<file path="config.mk">
export PLATFORM = sky130hd
export DESIGN_NAME = spi_cmd_master
export DESIGN_NICKNAME = d
export VERILOG_FILES = /design/src/rtl/spi_cmd_pkg.sv /design/src/rtl/spi_cmd_baud.sv /design/src/rtl/spi_cmd_shift.sv /design/src/rtl/spi_cmd_regs.sv /design/src/rtl/spi_cmd_master.sv
export SDC_FILE = /design/constraint.sdc
export NUM_CORES = 1
export LEC_CHECK = 0
export ABC_AREA = 0
export BUFFER_PORTS_ARGS = -buffer_cell sky130_fd_sc_hd__buf_4
export CORE_MARGIN = 4
export CORE_UTILIZATION = 48
export CTS_CLUSTER_DIAMETER = 30
export DETAILED_ROUTE_END_ITERATION = 7
export PLACE_DENSITY = 0.73
export SYNTH_ARGS = -nofsm -noshare
export SYNTH_HDL_FRONTEND = slang
export SYNTH_SLANG_ARGS = --single-unit
</file>
<file path="constraint.sdc">
create_clock -name clk_i -period 16.8 [get_ports clk_i]
set_clock_uncertainty 0.05 [all_clocks]
set_input_delay 0.84 -clock clk_i [delete_from_list [all_inputs] [get_ports clk_i]]
set_output_delay 0.84 -clock clk_i [all_outputs]
set_load 0.1 [all_outputs]
</file>
<file path="src/rtl/spi_cmd_pkg.sv">
package spi_cmd_pkg;

    localparam int MAX_W  = 32;
    localparam int DIV_W  = 8;
    localparam int LEN_W  = $clog2(MAX_W + 1);
    localparam int EDGE_W = LEN_W + 1;
    localparam int ADDR_W = 3;
    localparam int NUM_SS = 2;
    localparam int SEL_W  = (NUM_SS > 1) ? $clog2(NUM_SS) : 1;

    localparam logic [ADDR_W-1:0] REG_CTRL = 3'd0;
    localparam logic [ADDR_W-1:0] REG_STAT = 3'd1;
    localparam logic [ADDR_W-1:0] REG_DIV  = 3'd2;
    localparam logic [ADDR_W-1:0] REG_CMD  = 3'd3;
    localparam logic [ADDR_W-1:0] REG_DATA = 3'd4;

    localparam int CTRL_RXIE   = 7;
    localparam int CTRL_EN     = 6;
    localparam int CTRL_TXIE   = 5;
    localparam int CTRL_MSTR   = 3;
    localparam int CTRL_TXONLY = 1;

    localparam int CMD_LSB  = 12;
    localparam int CMD_KEEP = 7;
    localparam int CMD_SEL  = 4;
    localparam int CMD_CPOL = 1;
    localparam int CMD_CPHA = 0;

    typedef struct packed {
        logic [LEN_W-1:0] len;
        logic             lsb;
        logic             cpha;
        logic             cpol;
        logic [DIV_W-1:0] div;
    } frame_cfg_t;

    // Length code to bit count; reserved codes fall back to a byte.
    function automatic logic [LEN_W-1:0] code_to_len(input logic [3:0] code);
        logic [LEN_W-1:0] n;
        case (code)
            4'd0:    n = LEN_W'(20);
            4'd1:    n = LEN_W'(24);
            4'd2:    n = LEN_W'(32);
            4'd3, 4'd4, 4'd5, 4'd6: n = LEN_W'(8);
            default: n = LEN_W'(code) + LEN_W'(1);
        endcase
        return n;
    endfunction

endpackage

</file>
<file path="src/rtl/spi_cmd_baud.sv">
module spi_cmd_baud #(
    parameter int DIV_W = 8
) (
    input  logic             clk_i,
    input  logic             rst_ni,
    input  logic             run_i,
    input  logic [DIV_W-1:0] div_i,
    output logic             tick_o
);

    typedef struct packed {
        logic [DIV_W-1:0] cnt;
    } baud_t;

    baud_t q, d;

    always_comb begin
        d      = q;
        tick_o = run_i && (q.cnt == div_i);
        if (!run_i)      d.cnt = '0;
        else if (tick_o) d.cnt = '0;
        else             d.cnt = q.cnt + 1'b1;
    end

    always_ff @(posedge clk_i or negedge rst_ni) begin
        if (!rst_ni) q <= '0;
        else         q <= d;
    end


    count_range_chk: assert property (@(posedge clk_i) disable iff (!rst_ni)
        run_i |-> (q.cnt <= div_i));

endmodule

</file>
<file path="src/rtl/spi_cmd_shift.sv">
module spi_cmd_shift
    import spi_cmd_pkg::*;
(
    input  logic             clk_i,
    input  logic             rst_ni,
    input  logic             start_i,
    input  frame_cfg_t       cfg_i,
    input  logic [MAX_W-1:0] tx_i,
    input  logic             miso_i,
    output logic             busy_o,
    output logic             done_o,
    output logic [MAX_W-1:0] rx_o,
    output logic             sck_o,
    output logic             mosi_o
);

    typedef struct packed {
        logic              busy;
        logic [EDGE_W-1:0] edges;
        logic              tog;
        logic [MAX_W-1:0]  tx;
        logic [MAX_W-1:0]  rx;
        frame_cfg_t        cfg;
    } eng_t;

    eng_t q, d;

    logic              tick;
    logic [EDGE_W-1:0] lenx;
    logic [EDGE_W-1:0] half;
    logic [EDGE_W-1:0] pos;
    logic              mosi_bit;
    logic              done;

    spi_cmd_baud #(.DIV_W(DIV_W)) i_baud (
        .clk_i  (clk_i),
        .rst_ni (rst_ni),
        .run_i  (q.busy),
        .div_i  (q.cfg.div),
        .tick_o (tick)
    );

    always_comb begin
        d    = q;
        done = 1'b0;
        lenx = {1'b0, q.cfg.len};

        // Index of the bit currently on the wire, derived from edges seen.
        if (q.edges == '0)   half = '0;
        else if (q.cfg.cpha) half = (q.edges - 1'b1) >> 1;
        else                 half = q.edges >> 1;
        if (half >= lenx)    half = lenx - 1'b1;
        pos = q.cfg.lsb ? half : (lenx - 1'b1 - half);

        mosi_bit = 1'b0;
        for (int b = 0; b < MAX_W; b++) begin
            if (pos == EDGE_W'(b)) mosi_bit = q.tx[b];
        end

        if (start_i) begin
            d.busy  = 1'b1;
            d.edges = '0;
            d.tog   = 1'b0;
            d.tx    = tx_i;
            d.rx    = '0;
            d.cfg   = cfg_i;
        end else if (q.busy && tick) begin
            if (q.edges[0] == q.cfg.cpha) begin
                if (q.cfg.lsb) begin
                    for (int b = 0; b < MAX_W; b++) begin
                        if (half == EDGE_W'(b)) d.rx[b] = miso_i;
                    end
                end else begin
                    d.rx = {q.rx[MAX_W-2:0], miso_i};
                end
            end
            d.edges = q.edges + 1'b1;
            d.tog   = ~q.tog;
            if (d.edges == {q.cfg.len, 1'b0}) begin
                d.busy = 1'b0;
                done   = 1'b1;
            end
        end
    end

    always_ff @(posedge clk_i or negedge rst_ni) begin
        if (!rst_ni) q <= '0;
        else         q <= d;
    end

    assign busy_o = q.busy;
    assign done_o = done;
    assign rx_o   = d.rx;
    assign sck_o  = q.busy ? (q.cfg.cpol ^ q.tog) : cfg_i.cpol;
    assign mosi_o = mosi_bit;


    edge_bound_chk: assert property (@(posedge clk_i) disable iff (!rst_ni)
        q.busy |-> (q.edges < {q.cfg.len, 1'b0}));


    idle_level_chk: assert property (@(posedge clk_i) disable iff (!rst_ni)
        !q.busy |-> !q.tog);

endmodule

</file>
<file path="src/rtl/spi_cmd_regs.sv">
module spi_cmd_regs
    import spi_cmd_pkg::*;
(
    input  logic              clk_i,
    input  logic              rst_ni,
    input  logic              wr_en_i,
    input  logic              rd_en_i,
    input  logic [ADDR_W-1:0] addr_i,
    input  logic [MAX_W-1:0]  wdata_i,
    output logic [MAX_W-1:0]  rdata_o,
    input  logic              busy_i,
    input  logic              done_i,
    input  logic [MAX_W-1:0]  rx_i,
    output frame_cfg_t        cfg_o,
    output logic [MAX_W-1:0]  tx_o,
    output logic              launch_o,
    output logic              hold_ss_o,
    output logic [SEL_W-1:0]  sel_o,
    output logic              irq_o
);

    typedef struct packed {
        logic [7:0]       ctrl;
        logic [DIV_W-1:0] div;
        logic [15:0]      cmd;
        logic [MAX_W-1:0] txbuf;
        logic             buf_v;
        logic             txe;
        logic             rxf;
        logic             ovr;
        logic [MAX_W-1:0] rxdat;
    } regs_t;

    regs_t q, d;

    logic wr_ctrl, wr_stat, wr_div, wr_cmd, wr_data, rd_data, launch, run_ok;

    always_comb begin
        d       = q;
        wr_ctrl = wr_en_i && (addr_i == REG_CTRL);
        wr_stat = wr_en_i && (addr_i == REG_STAT);
        wr_div  = wr_en_i && (addr_i == REG_DIV);
        wr_cmd  = wr_en_i && (addr_i == REG_CMD);
        wr_data = wr_en_i && (addr_i == REG_DATA);
        rd_data = rd_en_i && (addr_i == REG_DATA);
        run_ok  = q.ctrl[CTRL_EN] && q.ctrl[CTRL_MSTR];
        launch  = q.buf_v && run_ok && !busy_i;

        if (wr_ctrl) d.ctrl = wdata_i[7:0];
        if (wr_div)  d.div  = wdata_i[DIV_W-1:0];
        if (wr_cmd)  d.cmd  = wdata_i[15:0];

        if (launch) begin
            d.buf_v = 1'b0;
            d.txe   = 1'b1;
        end
        if (wr_data) begin
            d.txbuf = wdata_i;
            d.buf_v = 1'b1;
            d.txe   = 1'b0;
        end

        if (wr_stat) d.ovr = q.ovr & wdata_i[0];
        if (rd_data) d.rxf = 1'b0;

        if (done_i && !q.ctrl[CTRL_TXONLY]) begin
            if (q.rxf && !rd_data) begin
                d.ovr = 1'b1;
            end else begin
                d.rxdat = rx_i;
                d.rxf   = 1'b1;
            end
        end
    end

    always_ff @(posedge clk_i or negedge rst_ni) begin
        if (!rst_ni) begin
            q     <= '0;
            q.txe <= 1'b1;
        end else begin
            q <= d;
        end
    end

    always_comb begin
        case (addr_i)
            REG_CTRL: rdata_o = {{(MAX_W-8){1'b0}}, q.ctrl};
            REG_STAT: rdata_o = {{(MAX_W-8){1'b0}}, q.rxf, 1'b0, q.txe, 4'b0000, q.ovr};
            REG_DIV:  rdata_o = {{(MAX_W-DIV_W){1'b0}}, q.div};
            REG_CMD:  rdata_o = {{(MAX_W-16){1'b0}}, q.cmd};
            REG_DATA: rdata_o = q.rxdat;
            default:  rdata_o = '0;
        endcase
    end

    assign cfg_o.len  = code_to_len(q.cmd[11:8]);
    assign cfg_o.lsb  = q.cmd[CMD_LSB];
    assign cfg_o.cpha = q.cmd[CMD_CPHA];
    assign cfg_o.cpol = q.cmd[CMD_CPOL];
    assign cfg_o.div  = q.div;
    assign tx_o       = q.txbuf;
    assign launch_o   = launch;
    assign hold_ss_o  = run_ok && q.cmd[CMD_KEEP];
    assign sel_o      = q.cmd[CMD_SEL +: SEL_W];
    assign irq_o      = (q.rxf && q.ctrl[CTRL_RXIE]) || (q.txe && q.ctrl[CTRL_TXIE]);


    rxf_source_chk: assert property (@(posedge clk_i) disable iff (!rst_ni)
        $rose(q.rxf) |-> $past(done_i));


    ovr_source_chk: assert property (@(posedge clk_i) disable iff (!rst_ni)
        $rose(q.ovr) |-> $past(done_i && q.rxf));


    txe_launch_chk: assert property (@(posedge clk_i) disable iff (!rst_ni)
        $rose(q.txe) |-> busy_i);

endmodule

</file>
<file path="src/rtl/spi_cmd_master.sv">
module spi_cmd_master
    import spi_cmd_pkg::*;
(
    input  logic              clk_i,
    input  logic              rst_ni,
    input  logic              wr_en_i,
    input  logic              rd_en_i,
    input  logic [ADDR_W-1:0] addr_i,
    input  logic [MAX_W-1:0]  wdata_i,
    output logic [MAX_W-1:0]  rdata_o,
    output logic              irq_o,
    output logic              sck_o,
    output logic              mosi_o,
    input  logic              miso_i,
    output logic [NUM_SS-1:0] ss_n_o
);

    frame_cfg_t       cfg;
    logic [MAX_W-1:0] tx_word;
    logic [MAX_W-1:0] rx_word;
    logic             launch, busy, done, hold_ss, ss_on;
    logic [SEL_W-1:0] sel;

    spi_cmd_regs i_regs (
        .clk_i     (clk_i),
        .rst_ni    (rst_ni),
        .wr_en_i   (wr_en_i),
        .rd_en_i   (rd_en_i),
        .addr_i    (addr_i),
        .wdata_i   (wdata_i),
        .rdata_o   (rdata_o),
        .busy_i    (busy),
        .done_i    (done),
        .rx_i      (rx_word),
        .cfg_o     (cfg),
        .tx_o      (tx_word),
        .launch_o  (launch),
        .hold_ss_o (hold_ss),
        .sel_o     (sel),
        .irq_o     (irq_o)
    );

    spi_cmd_shift i_shift (
        .clk_i   (clk_i),
        .rst_ni  (rst_ni),
        .start_i (launch),
        .cfg_i   (cfg),
        .tx_i    (tx_word),
        .miso_i  (miso_i),
        .busy_o  (busy),
        .done_o  (done),
        .rx_o    (rx_word),
        .sck_o   (sck_o),
        .mosi_o  (mosi_o)
    );

    assign ss_on = busy || hold_ss;

    for (genvar g = 0; g < NUM_SS; g++) begin : g_ss
        assign ss_n_o[g] = !(ss_on && (sel == SEL_W'(g)));
    end


    ss_onehot_chk: assert property (@(posedge clk_i) disable iff (!rst_ni)
        $onehot0(~ss_n_o));


    ss_frame_chk: assert property (@(posedge clk_i) disable iff (!rst_ni)
        busy |-> (ss_n_o != '1));

endmodule

</file>
## After elaboration in Yosys (flattened, before gate mapping)

Index checks and enable logic that the tools add are counted.

| word-level totals | value |
|---|---|
| bits in registers | 198 |
| bits in latches | 0 |
| bits in writable memories | 0 |
| ROM bits | 0 |
| input bits | 40 |
| output and inout bits | 37 |
| memories kept | 0 |

| cells by class | value |
|---|---|
| $add $sub $neg | 6 |
| multiply operators | 0 |
| div/mod/pow operators | 0 |
| $lt $le $gt $ge | 1 |
| eq/ne operators | 75 |
| shift-type cells | 0 |
| multiplexer cells | 91 |
| bitwise gates (word level) | 5 |
| reduce and logical (&&, ||, !) cells | 36 |

Operators by type and width:

| cell | number |
|---|---|
| $eq A7 B5 Y1 const B | 32 |
| $mux W32 | 5 |
| $pmux W32 S5 | 1 |
| $eq A7 B4 Y1 const B | 16 |
| $mux W1 | 73 |
| $eq A7 B3 Y1 const B | 8 |
| $mux W34 | 1 |
| $eq A7 B2 Y1 const B | 4 |
| $pmux W6 S4 | 1 |
| $logic_not A7 Y1 | 3 |
| $logic_and A1 B1 Y1 | 18 |
| $mux W9 | 2 |
| $mux W8 | 2 |
| $eq A7 B1 Y1 const B | 2 |
| $mux W7 | 2 |
| $eq A4 B3 Y1 const B | 3 |
| $mux W6 | 2 |
| $add A8 B1 Y8 const B | 1 |
| $eq A4 B2 Y1 const B | 2 |
| $eq A8 B8 Y1 | 1 |
| $add A7 B1 Y7 const B | 1 |
| $eq A7 B7 Y1 | 1 |
| $ge A7 B6 Y1 | 1 |
| $sub A6 B1 Y7 const B | 1 |
| other kinds (19) | 31 |

## Logic depth before layout (Yosys ltp)

| logic depth | value |
|---|---|
| word-level depth | 40 |
| depth in mapped cells | 28 |
| depth with buffers taken out | 24 |

## Hierarchy

A second synthesis with hierarchy kept.

| unflattened totals | value |
|---|---|
| cell total of the unflattened synthesis | 1153 |
| area, all modules | 11808.8 um^2 |

Modules (own cells, without submodules):

| module | times used | cells each | area an instance (um^2) | seq. area each (um^2) |
|---|---|---|---|---|
| spi_cmd_shift | 1 | 736 | 6447.4 | 2252.2 |
| spi_cmd_regs | 1 | 368 | 4827.1 | 2503.7 |
| spi_cmd_baud | 1 | 47 | 521.8 | 200.2 |
| spi_cmd_master | 1 | 2 | 12.5 | 0.0 |

## Worst setup path before layout

No wires, ideal clock.

| path | value |
|---|---|
| path type | flip-flop to output port |
| start | register i_shift.q[87] (netlist bit) |
| end | output port mosi_o |
| arrival time | 5895 ps |
| required time | 15910 ps |
| path slack | 10015 ps |
| stages on the path, launching flop included | 22 |
| cell sequence | dfrtp_1 -> or4_4 -> o31ai_2 -> ha_1 -> a21o_1 -> a21oi_2 -> o21a_1 -> buf_4 -> buf_2 -> buf_2 -> a21oi_1 -> ha_1 -> fa_1 -> clkbuf_1 -> nand2b_1 -> nand2b_1 -> o21a_1 -> o2111ai_1 -> a2bb2oi_2 -> a31oi_1 -> or4_4 -> o21ai_2 |

| on the way | value |
|---|---|
| cells in the longest elaborated chain, start to end | 40 |

Ends and longest elaborated chain:

| element | RTL line | RTL |
|---|---|---|
| start: declaration | spi_cmd_shift.sv:26 | `eng_t q, d;` |
| start signal: assignment | spi_cmd_shift.sv:87 | `if (!rst_ni) q <= '0;` |
| start signal: assignment | spi_cmd_shift.sv:88 | `else q <= d;` |
| $sub A7 B1 Y7 | spi_cmd_shift.sv:50 | `else if (q.cfg.cpha) half = (q.edges - 1'b1) >> 1;` |
| $mux W6 | spi_cmd_shift.sv:50 |  |
| $mux W6 * | spi_cmd_shift.sv:49 | `if (q.edges == '0) half = '0;` |
| $ge A7 B6 Y1 | spi_cmd_shift.sv:52 | `if (half >= lenx) half = lenx - 1'b1;` |
| $mux W7 * | spi_cmd_shift.sv:52 |  |
| $sub A7 B7 Y7 | spi_cmd_shift.sv:53 | `pos = q.cfg.lsb ? half : (lenx - 1'b1 - half);` |
| $mux W7 * | spi_cmd_shift.sv:53 |  |
| $logic_not A7 Y1 | spi_cmd_shift.sv:57 | `if (pos == EDGE_W'(b)) mosi_bit = q.tx[b];` |
| $mux W1 (31 in a row) | spi_cmd_shift.sv:57 |  |
| $mux W1 * | spi_cmd_shift.sv:57 |  |
| end: declaration | spi_cmd_master.sv:13 | `output logic mosi_o,` |

Every way passes the cells marked *; elsewhere a longest branch is shown, timed or not.

## Worst setup path after layout

| path | value |
|---|---|
| start | register i_shift.q[84] (netlist bit) |
| end | output port mosi_o |

The elaborated chain is that of the path after synthesis.

==> metrics <==
status=finished, final reports clean; Remaining DRCs=0; Hold Path Cell Cnt=2; Site Rows=55; final std cells w/o fill=1,515; Post-Syn Area=11,300 um^2; via count=8,796; Post-synth EDFFs=0; setup TNS=0 ns; worst-case reg-to-reg path depth=13; Crit-path slowest cell=o21a_1; RePlAce Congestion=0.926; Worst Tran Pin Value=1.08 ns; total gr overflow=0; Clock Latency Late Sink=0.43 ns; post-DR vias/cell=5.81; Arrival @ worst endpoint=7.18 ns; Max-cap violations=0; buffers plus inverters on the worst setup path=2; R2R Path Start=i_shift.q[84]$_DFFE_PN0P_; Post-Synthesis Cells=1,151; critical path cell sequence=or4_4 -> o31ai_2 -> ha_1 -> a21o_1 -> a21oi_2 -> o21a_1 -> mux2i_1 -> inv_1 -> fa_1 -> nand2b_1 -> nand2b_1 -> o311ai_0 -> a211oi_2 -> o21ai_0 -> o2bb2ai_1 -> a32oi_1 -> a211o_1 -> o21ai_2 -> buf_4; Post-CTS Resized=0; TritonCTS clock tree=built; Post-DP HPWL=20,100 um; sink of the worst hold path=i_shift.q[69]$_DFFE_PN0P_; hold wc startpoint=i_regs.tx_o[20]$_DFFE_PN0P_; Die Wd=161 um; first-pass GRT wire length=46,200 um; CP Data Required Time=15.91 ns; Final period util=48.1%; Port Buf Inserts=76; average wire per cell in the routed design=18.9 um; clock buffer depth=2; I/O pin total=77; CTS sink cnt=198; CP Max Fanout=28; total die area=26,000 um^2; Worst Setup End Kind=output pin; Slew Limit Fails=0; slew margin rel.=26.9%; Seq/Total Area, Yosys=43.9%; initial antenna violation count=0; # Post-CTS Setup Buffers=0; final setup vio count=0; P&R area growth vs syn=11.8%; drt pass-1 iters=5; R2R setup slack=11.49 ns; # nets final=1,251; CTS Buf Count=17; Top delay family on crit path=compound AO/OA/AOI/OAI gates; share of layout cells above drive strength 1=22.5%; r2r endpoint=i_regs.q[15]$_DFFE_PN0P_; f_max=0.124 GHz; hold_buf cts=0; htree depth=4; crit-path max cell delay=0.89 ns; WS Path Type=reg2out; fin crit period=8.07 ns; synth warn=0; GRT Resource Usage Total=21.9%; initial detailed-routing violation count=689; Syn Nets=1,212; die height=161 um; n_diodes=0; Worst-path clk slew=0.08 ns; vias in the first global route=8,660; root buffer cell=clkbuf_16; HP Class=reg2reg; largest net degree at the start of global routing=124; DRT Wirelength=28,600 um; syn avg cell area=9.81 um^2; Final ANT Viol Nets=0; most used cell, CP=nand2b_1; placed insts=1,484; Top FF cell, synth=dfrtp_1; Seq cells post-synth=198; Worst setup SP type=flip-flop; asr flop ratio synth=100%; Fin. Hold Viols=0; RSZ-0062 raised after global routing=false; synth unique cells=91; initial core utilization=49.3%; core area=22,900 um^2
==> worst min-delay path: cells and delay by family, from the launching register on <==
| kind | cells | cell delay (ns) |
|---|---|---|
| flip-flops | 1 | 0.34 |
| AND/OR/NAND/NOR | 2 | 0.10 |
==> layer usage <==
| layer | vias to the layer above | routed length [um] | track usage [%] |
|---|---|---|---|
| met1 | 4325 | 12800 | 30.2 |
| met4 | 0 | 706 | 7.06 |
| met3 | 52 | 1290 | 3.24 |
| met5 | - | 0 | 0 |
| met2 | 244 | 13800 | 36.0 |
| li1 | 4175 | - | - |
==> cell usage in the layout (no fill, tap or decap), types with 10 or more instances in the layout <==
cell type,instances
a22o_1,10
a211oi_2,13
a31oi_1,11
or3_1,10
a211oi_1,24
a21oi_1,28
mux2i_1,48
nor3_1,17
nor2_1,85
ha_1,20
nand3_1,26
inv_1,24
buf_4,85
xor2_1,12
dfrtp_1,196
mux2_2,101
and2_1,25
nand2_1,187
o21ai_0,71
xnor2_1,25
and3_1,11
clkbuf_16,17
==> metrics by stage <==
| step | setup slack (ns) | util (%) | instance area [um^2] | hold WS, ns |
|---|---|---|---|---|
| CTS | 8.81 | 55.1 | 12600 | 0.419 |
| global placement | 9.47 | 52.7 | 12100 | 0.395 |
| detailed placement | 9.29 | 52.7 | 12100 | 0.402 |
| floorplan | 10.02 | - | 11300 | 0.385 |
| global route | 8.26 | 55.1 | 12600 | 0.435 |
| finish | 8.73 | 55.1 | 12600 | 0.416 |
==> Yosys cell counts (8+ instances only) <==
cell | n | share of area, %
nor2_1 | 85 | 2.8
o21ai_0 | 71 | 3.1
nor3_1 | 17 | 0.75
dfrtp_1 | 197 | 44
a22o_1 | 10 | 0.78
xor2_1 | 12 | 0.93
nor4_1 | 8 | 0.44
and3_1 | 11 | 0.61
nand3_1 | 26 | 1.2
ha_1 | 20 | 2.2
a21oi_1 | 28 | 1.2
o22ai_1 | 8 | 0.44
nand2_1 | 187 | 6.2
mux2i_1 | 48 | 4.3
inv_1 | 24 | 0.80
clkbuf_1 | 48 | 1.6
a211oi_1 | 24 | 1.6
a211oi_2 | 13 | 1.4
xnor2_1 | 25 | 1.9
a31oi_1 | 11 | 0.61
and2_1 | 25 | 1.4
buf_2 | 8 | 0.35
nand2b_1 | 8 | 0.44
or3_1 | 10 | 0.55
mux2_2 | 101 | 10
==> cell families after synthesis <==
group | Yosys count | share of synthesized area (%)
AND/OR/NAND/NOR | 419 | 17.6
AO/OA/AOI/OAI | 232 | 14.9
flip-flops | 198 | 43.9
multiplexers | 154 | 15.1
buffers and inverters | 90 | 3.21
XOR/XNOR | 37 | 2.87
adder cells (fa/ha/maj) | 21 | 2.39
==> registers in the layout (all words and copies together), names as in the netlist <==
register / flops
i_shift.lenx: 6
i_regs.sel_o: 1
i_shift.q: 83
i_shift.busy_o: 1
i_regs.tx_o: 32
i_regs.cfg_o: 11
i_shift.i_baud.q: 8
i_regs.q: 56
==> layout make-up <==
class	instances	area [um^2]
multi-input combinational	863	5980
clock buffer	18	439
timing repair buffer	86	652
clock inverter	13	111
tap	313	392
inverter	24	90.1
sequential	198	4960
fill	1996	10300
==> worst max-delay path by stage <==
stage	start	endpoint	slack, ns	cells after the start
floorplan	i_shift.q[87]$_DFFE_PN0P_	mosi_o	10.02	21
global placement	i_shift.q[84]$_DFFE_PN0P_	mosi_o	9.47	19
detailed placement	i_shift.q[84]$_DFFE_PN0P_	mosi_o	9.29	19
CTS	i_shift.q[84]$_DFFE_PN0P_	mosi_o	8.81	19
global route	i_shift.q[84]$_DFFE_PN0P_	mosi_o	8.26	20
finish	i_shift.q[84]$_DFFE_PN0P_	mosi_o	8.73	19
Power is not shown: default switching activity piles up to over one toggle a cycle in this logic, so the estimate is an artifact.
